### src/rtl/qpsram_pkg.sv
package qpsram_pkg;
  typedef enum logic [1:0] {
    CLK_NORMAL = 2'd0,
    CLK_TAIL1  = 2'd1,
    CLK_TAIL2  = 2'd2,
    CLK_FREE   = 2'd3
  } clk_mode_e;

  typedef enum logic [1:0] {
    ST_IDLE,
    ST_XFER,
    ST_HOLD,
    ST_TAIL
  } state_e;

  localparam logic [7:0] CMD_RD = 8'hEB;
  localparam logic [7:0] CMD_WR = 8'h38;
endpackage

### src/rtl/qpsram_sck_gen.sv
module qpsram_sck_gen #(
  parameter int DIV_W = 8
) (
  input  logic             clk_i,
  input  logic             rst_ni,
  input  logic [DIV_W-1:0] per_i,
  input  logic             clr_i,
  input  logic             run_i,
  output logic             wrap_o,
  output logic             rise_o,
  output logic             sck_o
);
  logic [DIV_W-1:0] cnt_q;
  logic [DIV_W-1:0] lo_len;

  assign lo_len = per_i - (per_i >> 1);
  assign wrap_o = (cnt_q == per_i - DIV_W'(1));
  assign rise_o = (cnt_q == lo_len);
  assign sck_o  = run_i && (cnt_q >= lo_len);

  always_ff @(posedge clk_i or negedge rst_ni) begin
    if (!rst_ni)     cnt_q <= '0;
    else if (clr_i)  cnt_q <= '0;
    else if (run_i)  cnt_q <= wrap_o ? '0 : cnt_q + DIV_W'(1);
  end
endmodule

### src/rtl/qpsram_nib_mux.sv
module qpsram_nib_mux
  import qpsram_pkg::*;
#(
  parameter int ADDR_W     = 24,
  parameter int DATA_BYTES = 4,
  parameter int BEAT_W     = 5
) (
  input  logic [BEAT_W-1:0]       beat_i,
  input  logic                    wr_i,
  input  logic [ADDR_W-1:0]       addr_i,
  input  logic [8*DATA_BYTES-1:0] wdata_i,
  output logic [3:0]              nib_o
);
  localparam int ANIB  = ADDR_W / 4;
  localparam int HDR   = 2 + ANIB;
  localparam int NIB_N = 2 * DATA_BYTES;

  logic [3:0] anib [ANIB];
  logic [3:0] wnib [NIB_N];

  for (genvar g = 0; g < ANIB; g++) begin : g_anib
    assign anib[g] = addr_i[4*g +: 4];
  end

  for (genvar k = 0; k < DATA_BYTES; k++) begin : g_wnib
    assign wnib[2*k]   = wdata_i[8*k+4 +: 4];
    assign wnib[2*k+1] = wdata_i[8*k +: 4];
  end

  always_comb begin
    int b;
    logic [7:0] cmd;
    b     = int'(beat_i);
    cmd   = wr_i ? CMD_WR : CMD_RD;
    nib_o = '0;
    if (b == 0)                nib_o = cmd[7:4];
    else if (b == 1)           nib_o = cmd[3:0];
    else if (b < HDR)          nib_o = anib[HDR-1-b];
    else if (b - HDR < NIB_N)  nib_o = wnib[b-HDR];
  end
endmodule

### src/rtl/qpsram_rx_cap.sv
module qpsram_rx_cap #(
  parameter int DATA_BYTES = 4,
  parameter int IDX_W      = 3
) (
  input  logic                    clk_i,
  input  logic                    rst_ni,
  input  logic                    clr_i,
  input  logic                    en_i,
  input  logic [IDX_W-1:0]        idx_i,
  input  logic [3:0]              sio_i,
  output logic [8*DATA_BYTES-1:0] rdata_o
);
  localparam int NIB_N = 2 * DATA_BYTES;

  logic [3:0] slot_q [NIB_N];

  for (genvar j = 0; j < NIB_N; j++) begin : g_slot
    // even slot = high nibble of byte j/2
    localparam int POS = 8 * (j / 2) + ((j % 2 == 0) ? 4 : 0);
    always_ff @(posedge clk_i or negedge rst_ni) begin
      if (!rst_ni)                           slot_q[j] <= '0;
      else if (clr_i)                        slot_q[j] <= '0;
      else if (en_i && idx_i == IDX_W'(j))   slot_q[j] <= sio_i;
    end
    assign rdata_o[POS +: 4] = slot_q[j];
  end
endmodule

### src/rtl/qpsram_engine.sv
module qpsram_engine
  import qpsram_pkg::*;
#(
  parameter int DIV_W      = 8,
  parameter int ADDR_W     = 24,
  parameter int DATA_BYTES = 4,
  parameter int RD_DUMMY   = 5
) (
  input  logic                                              clk_i,
  input  logic                                              rst_ni,
  input  logic                                              req_valid_i,
  output logic                                              req_ready_o,
  input  logic                                              req_write_i,
  input  logic [ADDR_W-1:0]                                 req_addr_i,
  input  logic [8*DATA_BYTES-1:0]                           req_wdata_i,
  input  logic [((DATA_BYTES>1)?$clog2(DATA_BYTES):1)-1:0]  req_len_i,
  output logic                                              rsp_valid_o,
  output logic [8*DATA_BYTES-1:0]                           rsp_rdata_o,
  input  logic [DIV_W-1:0]                                  cfg_div_i,
  input  logic [1:0]                                        cfg_mode_i,
  output logic                                              sck_o,
  output logic                                              cs_no,
  output logic [3:0]                                        sio_o,
  output logic [3:0]                                        sio_oe_o,
  input  logic [3:0]                                        sio_i
);
  localparam int LEN_W     = (DATA_BYTES > 1) ? $clog2(DATA_BYTES) : 1;
  localparam int HDR       = 2 + ADDR_W / 4;
  localparam int RD_START  = HDR + RD_DUMMY;
  localparam int MAX_BEATS = RD_START + 2 * DATA_BYTES;
  localparam int BEAT_W    = $clog2(MAX_BEATS + 1);
  localparam int NIB_N     = 2 * DATA_BYTES;
  localparam int IDX_W     = (NIB_N > 1) ? $clog2(NIB_N) : 1;

  state_e                  state_q;
  logic [BEAT_W-1:0]       beat_q;
  logic                    tail_q;
  logic                    run_q;
  logic                    done_q;
  logic                    wr_q;
  logic [ADDR_W-1:0]       addr_q;
  logic [8*DATA_BYTES-1:0] wdata_q;
  logic [LEN_W-1:0]        len_q;
  logic [DIV_W-1:0]        per_q;
  clk_mode_e               mode_q;

  logic                    accept;
  logic                    run;
  logic                    wrap;
  logic                    rise;
  logic [BEAT_W-1:0]       data_start;
  logic [BEAT_W-1:0]       last_beat;
  logic [BEAT_W-1:0]       data_idx;
  logic                    tail_last;
  logic                    oe;
  logic [3:0]              nib;
  logic                    cap_en;

  assign accept      = req_valid_i && req_ready_o;
  assign req_ready_o = (state_q == ST_IDLE);
  assign run         = (state_q == ST_XFER) || (state_q == ST_TAIL) ||
                       ((state_q == ST_IDLE) && run_q);
  assign data_start  = wr_q ? BEAT_W'(HDR) : BEAT_W'(RD_START);
  assign last_beat   = data_start + BEAT_W'({len_q, 1'b1});
  assign data_idx    = beat_q - BEAT_W'(RD_START);
  assign tail_last   = (mode_q == CLK_TAIL2);

  assign cs_no       = !((state_q == ST_XFER) || (state_q == ST_HOLD));
  assign oe          = (state_q == ST_XFER) && (wr_q || beat_q < BEAT_W'(HDR));
  assign sio_oe_o    = {4{oe}};
  assign sio_o       = oe ? nib : 4'h0;
  assign rsp_valid_o = done_q;
  assign cap_en      = (state_q == ST_XFER) && !wr_q && rise &&
                       (beat_q >= BEAT_W'(RD_START));

  qpsram_sck_gen #(.DIV_W(DIV_W)) u_sck (
    .clk_i  (clk_i),
    .rst_ni (rst_ni),
    .per_i  (per_q),
    .clr_i  (accept),
    .run_i  (run),
    .wrap_o (wrap),
    .rise_o (rise),
    .sck_o  (sck_o)
  );

  qpsram_nib_mux #(
    .ADDR_W     (ADDR_W),
    .DATA_BYTES (DATA_BYTES),
    .BEAT_W     (BEAT_W)
  ) u_mux (
    .beat_i  (beat_q),
    .wr_i    (wr_q),
    .addr_i  (addr_q),
    .wdata_i (wdata_q),
    .nib_o   (nib)
  );

  qpsram_rx_cap #(
    .DATA_BYTES (DATA_BYTES),
    .IDX_W      (IDX_W)
  ) u_rx (
    .clk_i   (clk_i),
    .rst_ni  (rst_ni),
    .clr_i   (accept),
    .en_i    (cap_en),
    .idx_i   (data_idx[IDX_W-1:0]),
    .sio_i   (sio_i),
    .rdata_o (rsp_rdata_o)
  );

  always_ff @(posedge clk_i or negedge rst_ni) begin
    if (!rst_ni) begin
      wr_q    <= 1'b0;
      addr_q  <= '0;
      wdata_q <= '0;
      len_q   <= '0;
      per_q   <= DIV_W'(2);
      mode_q  <= CLK_NORMAL;
    end else if (accept) begin
      wr_q    <= req_write_i;
      addr_q  <= req_addr_i;
      wdata_q <= req_wdata_i;
      len_q   <= req_len_i;
      per_q   <= (cfg_div_i <= DIV_W'(1)) ? DIV_W'(2) : cfg_div_i;
      mode_q  <= clk_mode_e'(cfg_mode_i);
    end
  end

  always_ff @(posedge clk_i or negedge rst_ni) begin
    if (!rst_ni) begin
      state_q <= ST_IDLE;
      beat_q  <= '0;
      tail_q  <= 1'b0;
      run_q   <= 1'b0;
      done_q  <= 1'b0;
    end else begin
      done_q <= 1'b0;
      unique case (state_q)
        ST_IDLE: if (accept) begin
          state_q <= ST_XFER;
          beat_q  <= '0;
          run_q   <= 1'b0;
        end
        ST_XFER: if (wrap) begin
          if (beat_q == last_beat) begin
            tail_q <= 1'b0;
            unique case (mode_q)
              CLK_NORMAL: state_q <= ST_HOLD;
              CLK_TAIL1, CLK_TAIL2: state_q <= ST_TAIL;
              CLK_FREE: begin
                state_q <= ST_IDLE;
                run_q   <= 1'b1;
                done_q  <= 1'b1;
              end
            endcase
          end else begin
            beat_q <= beat_q + BEAT_W'(1);
          end
        end
        ST_HOLD: begin
          state_q <= ST_IDLE;
          done_q  <= 1'b1;
        end
        ST_TAIL: if (wrap) begin
          if (tail_q == tail_last) begin
            state_q <= ST_IDLE;
            done_q  <= 1'b1;
          end else begin
            tail_q <= 1'b1;
          end
        end
      endcase
    end
  end
endmodule

### config.mk
export PLATFORM = sky130hd
export DESIGN_NAME = qpsram_engine
export DESIGN_NICKNAME = d
export VERILOG_FILES = /design/src/rtl/qpsram_pkg.sv /design/src/rtl/qpsram_sck_gen.sv /design/src/rtl/qpsram_nib_mux.sv /design/src/rtl/qpsram_rx_cap.sv /design/src/rtl/qpsram_engine.sv
export SDC_FILE = /design/constraint.sdc
export NUM_CORES = 1
export LEC_CHECK = 0
export CORE_MARGIN = 2
export CORE_UTILIZATION = 31
export DETAILED_ROUTE_END_ITERATION = 16
export MAX_ROUTING_LAYER = met4
export PLACE_DENSITY = 0.54
export SETUP_SLACK_MARGIN = 0.5
export SLEW_MARGIN = 20
export SYNTH_ARGS = -nofsm -noshare
export SYNTH_HDL_FRONTEND = slang
export SYNTH_HIERARCHICAL = 1
export SYNTH_SLANG_ARGS = --single-unit
### constraint.sdc
create_clock -name clk_i -period 7.8 [get_ports clk_i]
set_input_delay 1.56 -clock clk_i [delete_from_list [all_inputs] [get_ports clk_i]]
set_output_delay 1.56 -clock clk_i [all_outputs]
set_load 0.005 [all_outputs]
==> results of run 1 <==
[cell families after synthesis]
| logic type | synth area share |
|---|---|
| DFF | 0.436 |
| xor gates and xnor gates | 0.0333 |
| buffers and inverters | 0.0527 |
| and+or+nand+nor | 0.129 |
| adders and majority gates | 0.0699 |
| muxes | 0.201 |
| AOI/OAI and AO/OA | 0.0787 |
[cell type report]
class,count,area (sq um)
inverters,33,125
fillers,2105,13000
flip-flops and latches,119,2980
well taps,280,350
clock buffers,20,467
repair buffers,123,1220
clock inverters,12,140
multi-input cells,406,3500
[through the flow]
step	setup slack [ps]	cell area, sq um
4_1_cts	2430	8780
3_5_place_dp	2930	8170
5_1_grt	2270	8780
2_1_floorplan	3670	6840
6_report	2500	8780
3_3_place_gp	3070	8170
[power by group through the flow]
stage / combinational [uW] / clock, uW / sequential (uW)
floorplan: 10.2 / 0 / 641
global placement: 81.2 / 0 / 641
detailed placement: 82.7 / 0 / 641
CTS: 83.0 / 823 / 630
global route: 88.3 / 850 / 631
finish: 80.6 / 796 / 630
[sequential cells by signal, summed over array words and instances, names as in the netlist]
name and count:
addr_q 24, beat_q 5, len_q 2, mode_q 2, per_q 8, rsp_valid_o 1
run_q 1, state_q 2, tail_q 1, u_rx/rdata_o 32, u_sck/cnt_q 8, wdata_q 32
wr_q 1
[cell usage in the layout, fill, tap and decap left out, drive strengths merged, types with 4 or more instances in the layout]
| master | n |
|---|---|
| nor4 | 4 |
| mux2 | 66 |
| xnor2 | 14 |
| dfrtp | 118 |
| buf | 5 |
| nor2b | 5 |
| mux2i | 48 |
| a21oi | 12 |
| xor2 | 12 |
| clkdlybuf4s50 | 118 |
| o22ai | 8 |
| nor3 | 4 |
| nand4 | 8 |
| clkbuf | 20 |
| inv | 35 |
| and3 | 4 |
| nand2 | 29 |
| nor2 | 14 |
| clkinv | 5 |
| mux4 | 6 |
| ha | 35 |
| o21ai | 17 |
| nand3b | 4 |
| and2 | 5 |
| o211ai | 4 |
| a21o | 4 |
| nand3 | 9 |
| nand2b | 44 |
[worst paths after layout]
path	startpoint	endpoint	slack [ps]	cells past startpoint
max	per_q[1]	sck_o	2500	13
min	addr_q[2]	addr_q[2]	500	1
max reg2reg	per_q[1]	u_rx/rdata_o[5]	3760	14
min reg2reg	addr_q[2]	addr_q[2]	500	1
max in group asynchronous	rst_ni	u_rx/rdata_o[6]	5260	2
min in group asynchronous	rst_ni	per_q[4]	1270	1
[metal layers]
layer | vias up | routed length, um | share of wire | global-route usage
met4 | 0 | 143 | 0.0087 | 0.0406
met3 | 10 | 558 | 0.034 | 0.0375
met2 | 90 | 8260 | 0.50 | 0.252
li1 | 2324 | - | - | -
met1 | 2471 | 7540 | 0.46 | 0.184
met5 | - | 0 | 0 | -
[worst register-to-register path, cell delays in order, from the launching register on]
cell and delay [ps]:
dfstp_2 580, inv_1 80, ha_1 290, o21ba_2 210
o21ai_0 330, a221oi_1 190, o21bai_1 160, a21oi_1 110
xnor2_1 140, ha_1 300, nand4_1 110, nor2_1 210
o2111a_1 380, or4b_1 610, mux2i_1 180
==> metrics.md, run 1 <==
| Metric | Value |
|---|---|
| Status | `finished, final reports clean` |
| Worst min path class | `reg -> reg` |
| GRT Overall Usage | `0.151` |
| GRT overflow | `0` |
| Synthesis-stage register bit count | `between 100 and 150` |
| Critical path class | `reg -> out` |
| Cell family with most CP delay | `compound AO/OA/AOI/OAI gates` |
| Fin cells | `993` |
| Worst Path Max Fanout | `5` |
| Setup crit end kind | `primary output` |
| # diodes | `0` |
| FFs w/ async S/R, synth | `1.00` |
| Root buffer cell | `clkbuf_16` |
| Hold slack final | `498 ps` |
| Die H | `153 um` |
| Vias/cell | `4.93` |
| Vias in the first global route | `5186` |
| Initial antenna violation count | `0` |
| Routability cong. | `0.829` |
| Number of synthesized flops with an enable pin | `0` |
| Clock transition at path regs | `around 60 ps` |
| Port Buf Inserts | `119` |
| Setup TNS | `0 ps` |
| Flop pwr share | `0.418` |
| Critical Path Start Type | `register` |
| Final setup fails | `0` |
| Maximum clock rate | `between 0.15 and 0.2 GHz` |
| NetSw | `332 uW` |
| Clock Sink Count | `between 100 and 150` |
| Fin crit period | `5300 ps` |
| CTS tree | `yes` |
| Later-pin clock latency in the skew report | `410 ps` |
| Slew headroom | `0.379` |
| Post-DP HPWL | `between 10000 and 15000 um` |
| Via count | `4895` |
| Layout Utilization | `0.404` |
| Setup bufs post-CTS | `0` |
| Hold Violations, Final | `0` |
| Worst path max stage delay | `580 ps` |
| Pin count of the biggest net entering global routing | `71` |
| Register area share after synthesis | `0.436` |
| Max_cap viols | `0` |
| Post-synth cell types | `70` |
| Core area | `21800 sq um` |
| Area growth, synth to finish | `28.4%` |
| Buf+Inv Stages, Crit Path | `2` |
| Sw Share | `0.220` |
| Mapped cell area | `6840 sq um` |
| Crit share post-route | `0.680` |
| Leading cell types by count after synthesis | `118 x dfrtp_1, 66 x mux2_2, 48 x mux2i_1, 44 x nand2b_1, 35 x ha_1` |
| Top-count cell post-synth | `dfrtp_1` |
| Clk_skew | `between 9 and 10 ps` |
| RSZ-0062 raised after global routing | `false` |
| Die area | `23300 sq um` |
| Layout Nets | `813` |
| First-pass GRT wire length | `approximately 27000 um` |
| Post-synth net total | `712` |
| Logic gate share of total power | `0.053` |
| Biggest area consumer among synthesized cells | `dfrtp_1` |
| Mean Syn Cell Area | `11.4 sq um` |
| DR WL/cell | `16.6 um` |
| Drt initial violations | `249` |
| CP arrival | `between 3000 and 4000 ps` |
| Final wirelength | `16500 um` |
| Row count | `54` |
| Cells after Synth | `between 500 and 600` |
| I/O pins | `120` |
| Worst vdd rail ir drop | `~0.11 mV` |
| PD cells | `172 nW/um^2` |
| TritonCTS buffer count | `17` |
| Detail Route Antenna Nets | `0` |
| Total power | `~1500 uW` |
| Leakage | `0.00404 uW` |
| Drt pass-1 iters | `5` |
| Synth top area share | `0.432` |
| Power share of the clock group | `0.528` |
| Synth warn | `6` |
| Cts hold-fix bufs | `0` |
| Resize count post-CTS | `0` |
| Fin. max-slew vios | `0` |
| Layout cell share with drive strength beyond 1 | `0.168` |
| Critical path's slowest cell | `dfstp_2` |
| Starting Density | `0.314` |
| Cell total after placement | `961` |
| Crit path cell chain | `inv_1 > ha_1 > o21ba_2 > o21ai_0 > a221oi_1 > xnor2_1 > ha_1 > a21o_1 > a21o_1 > a21oi_1 > o21ai_0 > and2_1 > clkdlybuf4s50_1` |
| Bufs on Longest Clock Path | `2` |
| Drc violations | `0` |
| Top_reg_cell synth | `dfrtp_1` |
| CTS H-tree lvls | `4` |
| Largest cells by area after synthesis | `dfrtp_1 43%, mux2_2 11%, mux2i_1 7.0%` |
| Die Width | `about 150 um` |
| Slew @ Worst Pin | `between 900 and 1000 ps` |
| Int Power | `1170 uW` |
| Req. time, crit path | `roughly 6200 ps` |
No activity file was read; power rests on OpenSTA's default activity.
==> run 2, diff against run 1 <==
==> constraint.sdc (replaced) <==
create_clock -name clk_i -period 5.4 [get_ports clk_i]
set_input_delay 1.08 -clock clk_i [delete_from_list [all_inputs] [get_ports clk_i]]
set_output_delay 1.08 -clock clk_i [all_outputs]
set_load 0.005 [all_outputs]
==> metrics.md, run 2 (synthesis results as in run 1) <==
| Metric | Value |
|---|---|
| Vias/cell | `4.92` |
| Pin count of the biggest net entering global routing | `84` |
| Root buffer cell | `clkbuf_16` |
| Critical path class | `reg -> out` |
| Post-DP HPWL | `between 10000 and 15000 um` |
| RSZ-0062 raised after global routing | `false` |
| Row count | `between 50 and 60` |
| Area growth, synth to finish | `28.3%` |
| Bufs on Longest Clock Path | `2` |
| Via count | `4894` |
| Die H | `between 150 and 200 um` |
| Max_cap viols | `0` |
| CP arrival | `3530 ps` |
| Drc violations | `0` |
| Leading cell types in the layout, fill and taps excluded | `118 x dfrtp_1, 118 x clkdlybuf4s50_1, 66 x mux2_2` |
| CTS H-tree lvls | `4` |
| CTS tree | `yes` |
| DR WL/cell | `~17 um` |
| Drt pass-1 iters | `5` |
| TritonCTS buffer count | `17` |
| Leakage | `0.00402 uW` |
| Power share of the clock group | `0.517` |
| Initial antenna violation count | `0` |
| NetSw | `501 uW` |
| Crit share post-route | `0.854` |
| GRT overflow | `0` |
| Setup TNS | `0 ps` |
| Final wirelength | `around 17000 um` |
| Maximum clock rate | `~0.22 GHz` |
| Worst Path Max Fanout | `5` |
| Core area | `21800 sq um` |
| Worst vdd rail ir drop | `around 0.16 mV` |
| Port Buf Inserts | `between 100 and 150` |
| GRT Overall Usage | `0.153` |
| Critical Path Start Type | `register` |
| Layout Nets | `between 800 and 900` |
| Sw Share | `0.236` |
| Setup crit end kind | `primary output` |
| Status | `finished, final reports clean` |
| Layout cell share with drive strength beyond 1 | `0.172` |
| R2R cell count | `14` |
| Die Width | `between 150 and 200 um` |
| Starting Density | `0.314` |
| Fin crit period | `4610 ps` |
| Hold Violations, Final | `0` |
| Clock Sink Count | `119` |
| Vias in the first global route | `between 5000 and 6000` |
| Slew @ Worst Pin | `791 ps` |
| Later-pin clock latency in the skew report | `420 ps` |
| # diodes | `0` |
| Routability cong. | `0.825` |
| Detail Route Antenna Nets | `0` |
| First-pass GRT wire length | `about 27000 um` |
| Fin. max-slew vios | `0` |
| Die area | `23300 sq um` |
| Worst min path class | `reg -> reg` |
| Flop pwr share | `0.428` |
| Drt initial violations | `270` |
| I/O pins | `120` |
| PD cells | `242 nW/um^2` |
| Hold slack final | `slightly below 500 ps` |
| Layout Utilization | `0.403` |
| Logic gate share of total power | `0.055` |
| Req. time, crit path | `4320 ps` |
| Int Power | `between 1500 and 2000 uW` |
| Slew headroom | `0.473` |
| Clock transition at path regs | `60 ps` |
| WHS Path Cells | `1` |
| Clk_skew | `6.80 ps` |
| Final setup fails | `0` |
run 2: cell types whose count changed in the layout (fill, tap and decap cells not counted), sizes merged:
cell / before / now
clkinvlp: 3 / 5
buf: 5 / 6
bufinv: 2 / 1
clkbuf: 20 / 19
run 2: final timing paths:
check,end,slack [ps],from
min in group asynchronous,per_q[4],710,rst_ni
worst min register to register,addr_q[2],500,addr_q[2]
worst max register to register,u_rx/rdata_o[6],1640,per_q[1]
worst max-delay path,sck_o,790,per_q[1]
max in group asynchronous,run_q,3660,rst_ni
worst min-delay path,addr_q[2],500,addr_q[2]
run 2: worst max-delay path, stage by stage (launching register included):
cell	delay, ps
dfstp_2	570
ha_1	190
inv_1	60
fa_2	350
nand2b_1	90
a21oi_1	80
o21ai_0	150
a21oi_1	90
nor2_1	130
xor2_1	160
ha_1	260
a21o_1	160
a21oi_1	120
o21ai_0	110
and2_1	180
clkdlybuf4s50_1	430
run 2: what timing repair did:
| item | CTS | global route |
|---|---|---|
| resized for setup | 0 | 4 |
| hold buffers | 0 | 0 |
| hold endpoints to repair | 0 | 0 |
| endpoints found under the setup margin | 0 | 1 |
| buffers inserted | 0 | 1 |
run 2: metal layers:
metal  track usage  wire [um]
met1         0.193       7760
met2         0.248       8340
met3        0.0296        511
met4        0.0525        248
met5             -          0
run 2: cell type report:
type | instances | area [sq um]
Tap cell | 280 | 350
Sequential cell | 119 | 2980
Multi-Input combinational cell | 406 | 3510
Fill cell | 2099 | 13000
Clock inverter | 13 | 121
Timing Repair Buffer | 124 | 1240
Inverter | 33 | 125
Clock buffer | 19 | 443
run 2: power groups by stage:
stage | sequential [uW] | combinational, uW | clock (uW)
6_report | 910 | 117 | 1100
5_1_grt | 911 | 128 | 1170
2_1_floorplan | 925 | 14.8 | 0
3_5_place_dp | 926 | 119 | 0
3_3_place_gp | 926 | 117 | 0
4_1_cts | 910 | 120 | 1130
run 2: stage by stage:
| stage | power, uW | instances | setup WS (ps) | area, sq um |
|---|---|---|---|---|
| floorplan | 940 | 599 | 1750 | 6840 |
| global placement | 1040 | 961 | 1150 | 8190 |
| detailed placement | 1050 | 961 | 1050 | 8190 |
| CTS | 2160 | 993 | 572 | 8750 |
| global route | 2210 | 994 | 505 | 8770 |
| finish | 2120 | 994 | 789 | 8770 |
